**config.mk**
```make
export PLATFORM = sky130hd
export DESIGN_NAME = gpio_irq_bank
export DESIGN_NICKNAME = d
export VERILOG_FILES = /design/src/rtl/gpio_bank_pkg.sv /design/src/rtl/gpio_sync.sv /design/src/rtl/gpio_debounce.sv /design/src/rtl/gpio_irq_detect.sv /design/src/rtl/gpio_irq_bank.sv
export SDC_FILE = /design/constraint.sdc
export NUM_CORES = 1
export LEC_CHECK = 0
export ABC_AREA = 1
export BUFFER_PORTS_ARGS = -buffer_cell sky130_fd_sc_hd__buf_2
export CAP_MARGIN = 40
export CORE_ASPECT_RATIO = 0.5
export CORE_MARGIN = 2
export CORE_UTILIZATION = 50
export CTS_BUF_LIST = sky130_fd_sc_hd__clkbuf_2
export DETAILED_ROUTE_END_ITERATION = 6
export GPL_TIMING_DRIVEN = 0
export HOLD_SLACK_MARGIN = 0.06
export PLACE_DENSITY = 0.76
export SYNTH_ARGS = -nofsm -noshare
export SYNTH_HDL_FRONTEND = slang
export SYNTH_SLANG_ARGS = --single-unit
```
**constraint.sdc**
```tcl
create_clock -name clk -period 1.3 [get_ports clk]
set_input_delay 0.26 -clock clk [delete_from_list [all_inputs] [get_ports clk]]
set_output_delay 0.26 -clock clk [all_outputs]
set_load 0.05 [all_outputs]
```
**src/rtl/gpio_bank_pkg.sv**
```systemverilog
package gpio_bank_pkg;
  localparam int unsigned ADDR_W = 6;
  localparam int unsigned DATA_W = 32;
  localparam int unsigned FIELD_W = 8;

  typedef enum logic [ADDR_W-1:0] {
    OFS_DIR     = 6'h00,
    OFS_DIR_OUT = 6'h04,
    OFS_DIR_IN  = 6'h08,
    OFS_PIN     = 6'h0C,
    OFS_OUT_SET = 6'h10,
    OFS_OUT_CLR = 6'h14,
    OFS_ICT_SET = 6'h18,
    OFS_ICT_CLR = 6'h1C,
    OFS_ST_CLR  = 6'h20,
    OFS_ST      = 6'h24
  } reg_ofs_e;
endpackage

```
**src/rtl/gpio_sync.sv**
```systemverilog
module gpio_sync #(
  parameter int unsigned WIDTH  = 32,
  parameter int unsigned STAGES = 2
) (
  input  logic             clk,
  input  logic             rst,
  input  logic [WIDTH-1:0] din,
  output logic [WIDTH-1:0] dout
);
  logic [WIDTH-1:0] chain [STAGES];

  always_ff @(posedge clk) begin
    if (rst) chain[0] <= '0;
    else     chain[0] <= din;
  end

  for (genvar s = 1; s < STAGES; s++) begin : g_stage
    always_ff @(posedge clk) begin
      if (rst) chain[s] <= '0;
      else     chain[s] <= chain[s-1];
    end
  end

  assign dout = chain[STAGES-1];
endmodule

```
**src/rtl/gpio_debounce.sv**
```systemverilog
module gpio_debounce #(
  parameter int unsigned HOLD = 4
) (
  input  logic clk,
  input  logic rst,
  input  logic en,
  input  logic din,
  output logic q
);
  localparam int unsigned CW = (HOLD > 1) ? $clog2(HOLD) : 1;
  localparam logic [CW-1:0] LAST = CW'(HOLD - 1);

  logic [CW-1:0] cnt;

  always_ff @(posedge clk) begin
    if (rst) begin
      q   <= 1'b0;
      cnt <= '0;
    end else if (!en) begin
      q   <= din;
      cnt <= '0;
    end else if (din == q) begin
      cnt <= '0;
    end else if (cnt == LAST) begin
      q   <= din;
      cnt <= '0;
    end else begin
      cnt <= cnt + 1'b1;
    end
  end
endmodule

```
**src/rtl/gpio_irq_detect.sv**
```systemverilog
module gpio_irq_detect #(
  parameter int unsigned N = 8
) (
  input  logic         clk,
  input  logic         rst,
  input  logic [N-1:0] lvl,
  input  logic [N-1:0] rise_en,
  input  logic [N-1:0] fall_en,
  input  logic [N-1:0] level_mode,
  input  logic [N-1:0] clr,
  output logic [N-1:0] status
);
  logic [N-1:0] prev;
  logic [N-1:0] edge_hit, level_hit, hit;

  always_comb begin
    edge_hit  = (rise_en & lvl & ~prev) | (fall_en & ~lvl & prev);
    level_hit = (rise_en & lvl) | (fall_en & ~lvl);
    hit       = (level_mode & level_hit) | (~level_mode & edge_hit);
  end

  always_ff @(posedge clk) begin
    if (rst) begin
      prev   <= '0;
      status <= '0;
    end else begin
      prev   <= lvl;
      status <= (status & ~clr) | hit;
    end
  end
endmodule

```
**src/rtl/gpio_irq_bank.sv**
```systemverilog
module gpio_irq_bank
  import gpio_bank_pkg::*;
#(
  parameter int unsigned NUM_PINS    = 32,
  parameter int unsigned IRQ_PINS    = 8,
  parameter int unsigned SYNC_STAGES = 2,
  parameter int unsigned DB_CYCLES   = 4
) (
  input  logic                clk,
  input  logic                rst,
  input  logic                bus_wen,
  input  logic                bus_ren,
  input  logic [ADDR_W-1:0]   bus_addr,
  input  logic [DATA_W-1:0]   bus_wdata,
  output logic [DATA_W-1:0]   bus_rdata,
  input  logic [NUM_PINS-1:0] pad_in,
  output logic [NUM_PINS-1:0] pad_out,
  output logic [NUM_PINS-1:0] pad_oe,
  output logic                irq_out
);
  localparam int unsigned ICT_W = 4 * FIELD_W;
  localparam int unsigned RISE_LO = 0;
  localparam int unsigned FALL_LO = FIELD_W;
  localparam int unsigned DBNC_LO = 2 * FIELD_W;
  localparam int unsigned LVL_LO  = 3 * FIELD_W;

  logic [NUM_PINS-1:0] dir_q, out_q, pin_s;
  logic [NUM_PINS-1:0] wpins;
  logic [ICT_W-1:0]    ict_q;
  logic [IRQ_PINS-1:0] stat_q, filt, clr_hit;
  logic [IRQ_PINS-1:0] rise_en, fall_en, dbnc_en, lvl_mode;
  logic [DATA_W-1:0]   rd_mux;

  assign wpins = bus_wdata[NUM_PINS-1:0];

  function automatic logic wr_at(input logic [ADDR_W-1:0] a);
    return bus_wen && (bus_addr == a);
  endfunction

  // Register file: direction, output latch, interrupt control
  always_ff @(posedge clk) begin
    if (rst) begin
      dir_q <= '1;
      out_q <= '0;
      ict_q <= '0;
    end else begin
      if (wr_at(OFS_DIR_OUT)) dir_q <= dir_q & ~wpins;
      if (wr_at(OFS_DIR_IN))  dir_q <= dir_q | wpins;
      if (wr_at(OFS_OUT_SET)) out_q <= out_q | wpins;
      if (wr_at(OFS_OUT_CLR)) out_q <= out_q & ~wpins;
      if (wr_at(OFS_ICT_SET)) ict_q <= ict_q | bus_wdata[ICT_W-1:0];
      if (wr_at(OFS_ICT_CLR)) ict_q <= ict_q & ~bus_wdata[ICT_W-1:0];
    end
  end

  assign rise_en  = ict_q[RISE_LO +: IRQ_PINS];
  assign fall_en  = ict_q[FALL_LO +: IRQ_PINS];
  assign dbnc_en  = ict_q[DBNC_LO +: IRQ_PINS];
  assign lvl_mode = ict_q[LVL_LO  +: IRQ_PINS];
  assign clr_hit  = wr_at(OFS_ST_CLR) ? bus_wdata[IRQ_PINS-1:0] : '0;

  assign pad_out = out_q;
  assign pad_oe  = ~dir_q;

  gpio_sync #(.WIDTH(NUM_PINS), .STAGES(SYNC_STAGES)) u_sync (
    .clk  (clk),
    .rst  (rst),
    .din  (pad_in),
    .dout (pin_s)
  );

  for (genvar i = 0; i < IRQ_PINS; i++) begin : g_dbnc
    gpio_debounce #(.HOLD(DB_CYCLES)) u_dbnc (
      .clk (clk),
      .rst (rst),
      .en  (dbnc_en[i]),
      .din (pin_s[i]),
      .q   (filt[i])
    );
  end

  gpio_irq_detect #(.N(IRQ_PINS)) u_detect (
    .clk        (clk),
    .rst        (rst),
    .lvl        (filt),
    .rise_en    (rise_en),
    .fall_en    (fall_en),
    .level_mode (lvl_mode),
    .clr        (clr_hit),
    .status     (stat_q)
  );

  // Read mux, registered
  always_comb begin
    rd_mux = '0;
    case (bus_addr)
      OFS_DIR:                  rd_mux[NUM_PINS-1:0] = dir_q;
      OFS_PIN:                  rd_mux[NUM_PINS-1:0] = pin_s;
      OFS_OUT_SET, OFS_OUT_CLR: rd_mux[NUM_PINS-1:0] = out_q;
      OFS_ICT_SET:              rd_mux[ICT_W-1:0]    = ict_q;
      OFS_ST:                   rd_mux[IRQ_PINS-1:0] = stat_q;
      default:                  rd_mux = '0;
    endcase
  end

  always_ff @(posedge clk) begin
    if (rst) begin
      bus_rdata <= '0;
      irq_out   <= 1'b0;
    end else begin
      if (bus_ren) bus_rdata <= rd_mux;
      irq_out <= |stat_q;
    end
  end
endmodule

```
# --- Word-level counts from Yosys, hierarchy flattened ---
# Memories as Yosys holds them, arrays and structs flattened.
# Cells that the tools add are included.
word_totals:
  register_bits: 169
  latchBits: 0
  ram_bits: 64
  romBits: 0
  input_bits: 74
  out_inout_bits: 97
  elab_cells: 173
  n_memories: 1
classes:
  n_addsub: 8
  multipliers: 0
  n_div: 0
  magnitude_cmp: 0
  n_eq_ne: 41
  n_shift: 0
  muxes: 38
  bitwise_logic: 33
  reduce_logical: 29
mem_list:
  columns: ["memory", "depth", "width", "rd", "rd_ports_with_merged_regs", "write_ports", "line", "text"]
  rows:
  - ["u_sync.chain", 2, 32, 2, 0, 2, "gpio_sync.sv:10", "logic [WIDTH-1:0] chain [STAGES];"]
op_table:
  columns: ["cell", "count"]
  rows:
  - ["two-way mux 32 bit", 8]
  - ["bitwise AND 32 bit", 3]
  - ["OR 32 bit", 3]
  - ["case mux 24 bit (4 select lines)", 1]
  - ["inverter 32 bit", 2]
  - ["bitwise AND 8 bit", 7]
  - ["case mux 8 bit (5 select lines)", 1]
  - ["inverter 8 bit", 4]
  - ["OR 8 bit", 4]
  - ["OR reduction 4 bit", 8]
  - ["two-way mux 1 bit", 27]
  - ["equality test 6 x 5 -> 1 bit (second input constant)", 4]
  - ["adder 2 x 1 -> 2 bit (second input constant)", 8]
  - ["equality test 2 bit (second input constant)", 8]
  - ["!= test 2 x 1 -> 1 bit (second input constant)", 8]
  - ["!= test 2 bit (second input constant)", 8]
  - ["AND reduction 2 bit", 8]
  - ["equality test 6 x 4 -> 1 bit (second input constant)", 2]
  - ["equality test 6 bit (second input constant)", 2]
  - ["equality test 1 bit", 8]
  - ["two-way mux 8 bit", 1]
  - ["inverter 1 bit", 8]
  - ["OR reduction 8 bit", 1]
  - ["logical AND 1 bit", 7]
  - ["other kinds (5)", 8]

# --- Logic depth before layout (Yosys ltp) ---
logic_depth:
  ltp_word: 7
  mapped_depth: 9
  depth_no_buf: 9

# --- Hierarchy ---
# Synthesis repeated with hierarchy kept, for this count alone.
unflattened:
  cells_unflattened: 1445
  hier_area_um2: 10059.6
by_module_without_submodules:
  columns: ["mod", "n_inst", "cells_per_inst", "area_per_inst_um2", "seq_area_each_um2"]
  rows:
  - ["gpio_irq_bank", 1, 924, 6190.9, 2582.5]
  - ["gpio_sync", 1, 199, 1840.5, 1281.2]
  - ["gpio_debounce", 8, 21, 141.4, 60.1]
  - ["gpio_irq_detect", 1, 154, 897.1, 320.3]

# --- Worst setup path after synthesis ---
# OpenSTA, ideal clock, no wires.
synth_path:
  path_type: "input to register"
  start: "input port bus_addr[0]"
  end: "register with a tool-made name"
  setup_time_ns: 0.134
  t_arrival_ns: 1.234
  required_time_ns: 1.166
  path_slack_ns: -0.067
  cell_stages: 9
  path_buffers: 1
  cell_sequence: "inv_1 > nand2_1 > nor2_4 > inv_2 > nand2_1 > nand3_2 > buf_2 > o21ai_0 > nand3_1"
synth_rtl:
  columns: ["element", "line", "text"]
  rows:
  - ["from (decl)", "gpio_irq_bank.sv:13", "input logic [ADDR_W-1:0] bus_addr,"]

==> results.toml <==
[run_status]
status = "finished with violations"
violations = "setup timing"

[logic_synthesis]
synth_cells = 1295
synth_area_leaders = "dfxtp_1, inv_1, nand2_1"
postSynth.asyncResetShare = 0
ys_seq_area_frac = 0.4924
synth_top_cell_area_share = 0.4924
synth_top_area_cell = "dfxtp_1"
synth_edf_count = 0
synth_area_um2 = 9473
syn_nets = 1377
synth_area_per_cell_um2 = 7.315
synthFlopType = "dfxtp_1"
ys_seq_elements = 233
yosys_warnings = 0
synth_cell_types = 25

[clock_tree]
cts_root_buf = "clkbuf_2"
clk_pin_slew_worst_paths_ps = 150
htree_levels = 2
clock_sinks = 233
clock_latency_ps = 850
clockBufferDepth = 3
cts_tree = "done"
cts_buffers = 51

[layout]
post-route-util = 0.7331
drive_gt1_frac = 0.2829
nNetsFinal = 1748
seq_area_um2 = 4808
final_cell_area_um2 = 13550
diodes = 0
multi_input_area_um2 = 3819
synthToLayoutAreaGrowth_pct = 43.02
fillerInstances = 1399

[worst_setup_path]
crit_family = "flip-flops"
crit_path_start_kind = "flop"
cp_cell_sequence = "inv_2 -> buf_12"
crit_buf_inv = 2
slowest_stage = "dfxtp_2"
crit_fanout = 2
crit_required_ps = 1040
cp-end-kind = "output port"
slowest_delay_ps = 360
path_class = "flop to output port"
cp.arrival_ps = 1420

[grt]
busiest_layer = "met2"
grt_pass1_vias = 10570
grt_util_all_layers = 0.3641
gr-usage-met2 = 0.6003
grt_first_pass_wirelength_mm = 55.52
grt_util_met3 = 0.1066
antenna_found_initial = 0
grt_max_degree = 13
use_met1 = 0.4521
globalRoute.totalOverflow = 0

[detailed_routing]
wire_per_inst_um = 19.08
drt-total-wl_mm = 37.37
routed_via_density = 5.549
drtAntennaViolNets = 0
drc = 0
drtPass1Iterations = 5
vias = 10870
initialDrtViolationCount = 1196

[sta]
finalCritPeriodShare = 1.294
setup_tns_ps = -37580
fmax_mhz = 594.6
finalCriticalPeriod_ps = 1682
hold_viol_final = 0
finalSetupViolations = 160
slew_headroom = 0.4720
hold_ws_ps = 17.37
rsz0062_at_grt = "yes"
slew_violations = 0
clock_skew_ps = 68.05
tightest_slew_ps = 792.0
setup_ws_ps = -381.9

[pwr]
power_mw = 13.22
ir_worst_vdd_uv = 678.5
leakage_nw = 6.228
powerDensity_nw_per_um2 = 975.5

[placement]
place.gp.congestion = 0.9327
hpwl_mm = 24.07
portBuffers = 169
postPlaceCellArea_um2 = 10660

[die]
die_width_um = 198.7
start_util = 0.5126
io_pins = 171
row_count = 35
coreArea_um2 = 18480
die_h_um = 101.3
die_area_um2 = 20130

[worst_hold_path]
min_path_type = "primary input to flop"

[flow_run]
cap_violations = 0
-- routing by layer --
metal / routed length [um] / vias up
met1: 14420 / 5043
met4: 1648 / 0
li1: - / 4931
met3: 4351 / 165
met2: 16950 / 731
met5: 0 / -
-- cell usage in the layout (no fill, tap or decap), types with 2 or more instances in the layout --
cell type and n:
a21oi_1 113, buf_1 4, buf_12 3, buf_2 89, buf_4 70, buf_6 9
buf_8 89, clkbuf_1 41, clkbuf_2 71, clkinv_1 19, dfxtp_1 136, dfxtp_2 88
dfxtp_4 9, dlygate4sd3_1 81, ha_1 8, inv_1 156, inv_2 35, nand2_1 186
nand3_1 104, nand4_1 50, nor2_1 152, nor2_2 6, nor2_4 3, nor3_4 4
nor4_1 2, o21ai_0 127, o21ai_1 32, xor2_1 8
-- cell usage after synthesis, types with 2 or more instances --
| master | count |
|---|---|
| dfxtp_1 | 233 |
| inv_1 | 188 |
| nand2_1 | 187 |
| nor2_1 | 157 |
| o21ai_0 | 128 |
| a21oi_1 | 113 |
| nand3_1 | 104 |
| nand4_1 | 50 |
| clkbuf_1 | 44 |
| o21ai_1 | 32 |
| buf_2 | 20 |
| ha_1 | 8 |
| xor2_1 | 8 |
| buf_1 | 4 |
| buf_6 | 3 |
| nor2_2 | 3 |
| inv_2 | 2 |
| nor3_2 | 2 |
| nor3_4 | 2 |
| nor4_1 | 2 |
-- per-stage QoR --
step / setup WS (ps) / cells
6_report: -381.9 / 1959
5_1_grt: -456.1 / 1959
4_1_cts: -400.4 / 1945
3_5_place_dp: -607.0 / 1723
3_3_place_gp: -620.4 / 1723
2_1_floorplan: -9.696 / 1295
-- tightest hold or removal path, stage by stage --
cell	delay, ps
buf_2	150
nor3_4	110
nand2_1	80
nand3_1	60
nor2_1	110
nor2_1	50
-- kinds of logic after synthesis --
kind of cell             after synthesis  share of synthesized area
AND/OR/NAND/NOR                      510                     0.2360
AO/OA/AOI/OAI                        273                     0.1442
buffers and inverters                263                     0.1094
flip-flops                           233                     0.4924
XOR/XNOR                               8                   0.007397
adder cells (fa/ha/maj)                8                    0.01057
-- area by class of cell --
type                    instances  share of cell area
clock inverters                20            0.005634
multi-input cells             799              0.2819
flip-flops and latches        233              0.3549
plain buffers                  72             0.02438
well taps                     259             0.02392
inverters                     191             0.05292
repair buffers                318              0.2316
clock buffers                  67             0.02475
-- repair_timing --
| item | CTS | global route |
|---|---|---|
| endpoints found under the hold margin | 160 | 9 |
| hold buffers | 81 | 2 |
| buffers inserted | 54 | 14 |
| gates resized for setup | 403 | 42 |
| pin swaps | 0 | 3 |
| endpoints found under the setup margin | 97 | 200 |
-- power breakdown --
group          total, mW  internal (mW)  leakage, nW  switching, mW
clock               4.41           1.40        0.315           3.01
combinational       1.43          0.531         4.00          0.900
sequential          7.37           7.28         1.91         0.0943
-- path summary, 6_finish.rpt --
check                              to                 from  cells past startpoint  slack [ps]
setup reg to reg        bus_rdata[19]                 flop                      6          40
setup / recovery            pad_oe[6]                 flop                      2        -380
hold reg to reg   u_sync.chain[1][28]  u_sync.chain[0][28]                      2         400
hold / removal           bus_rdata[6]          bus_addr[3]                      6          20
Note: power is estimated with default switching activity, not from simulation.
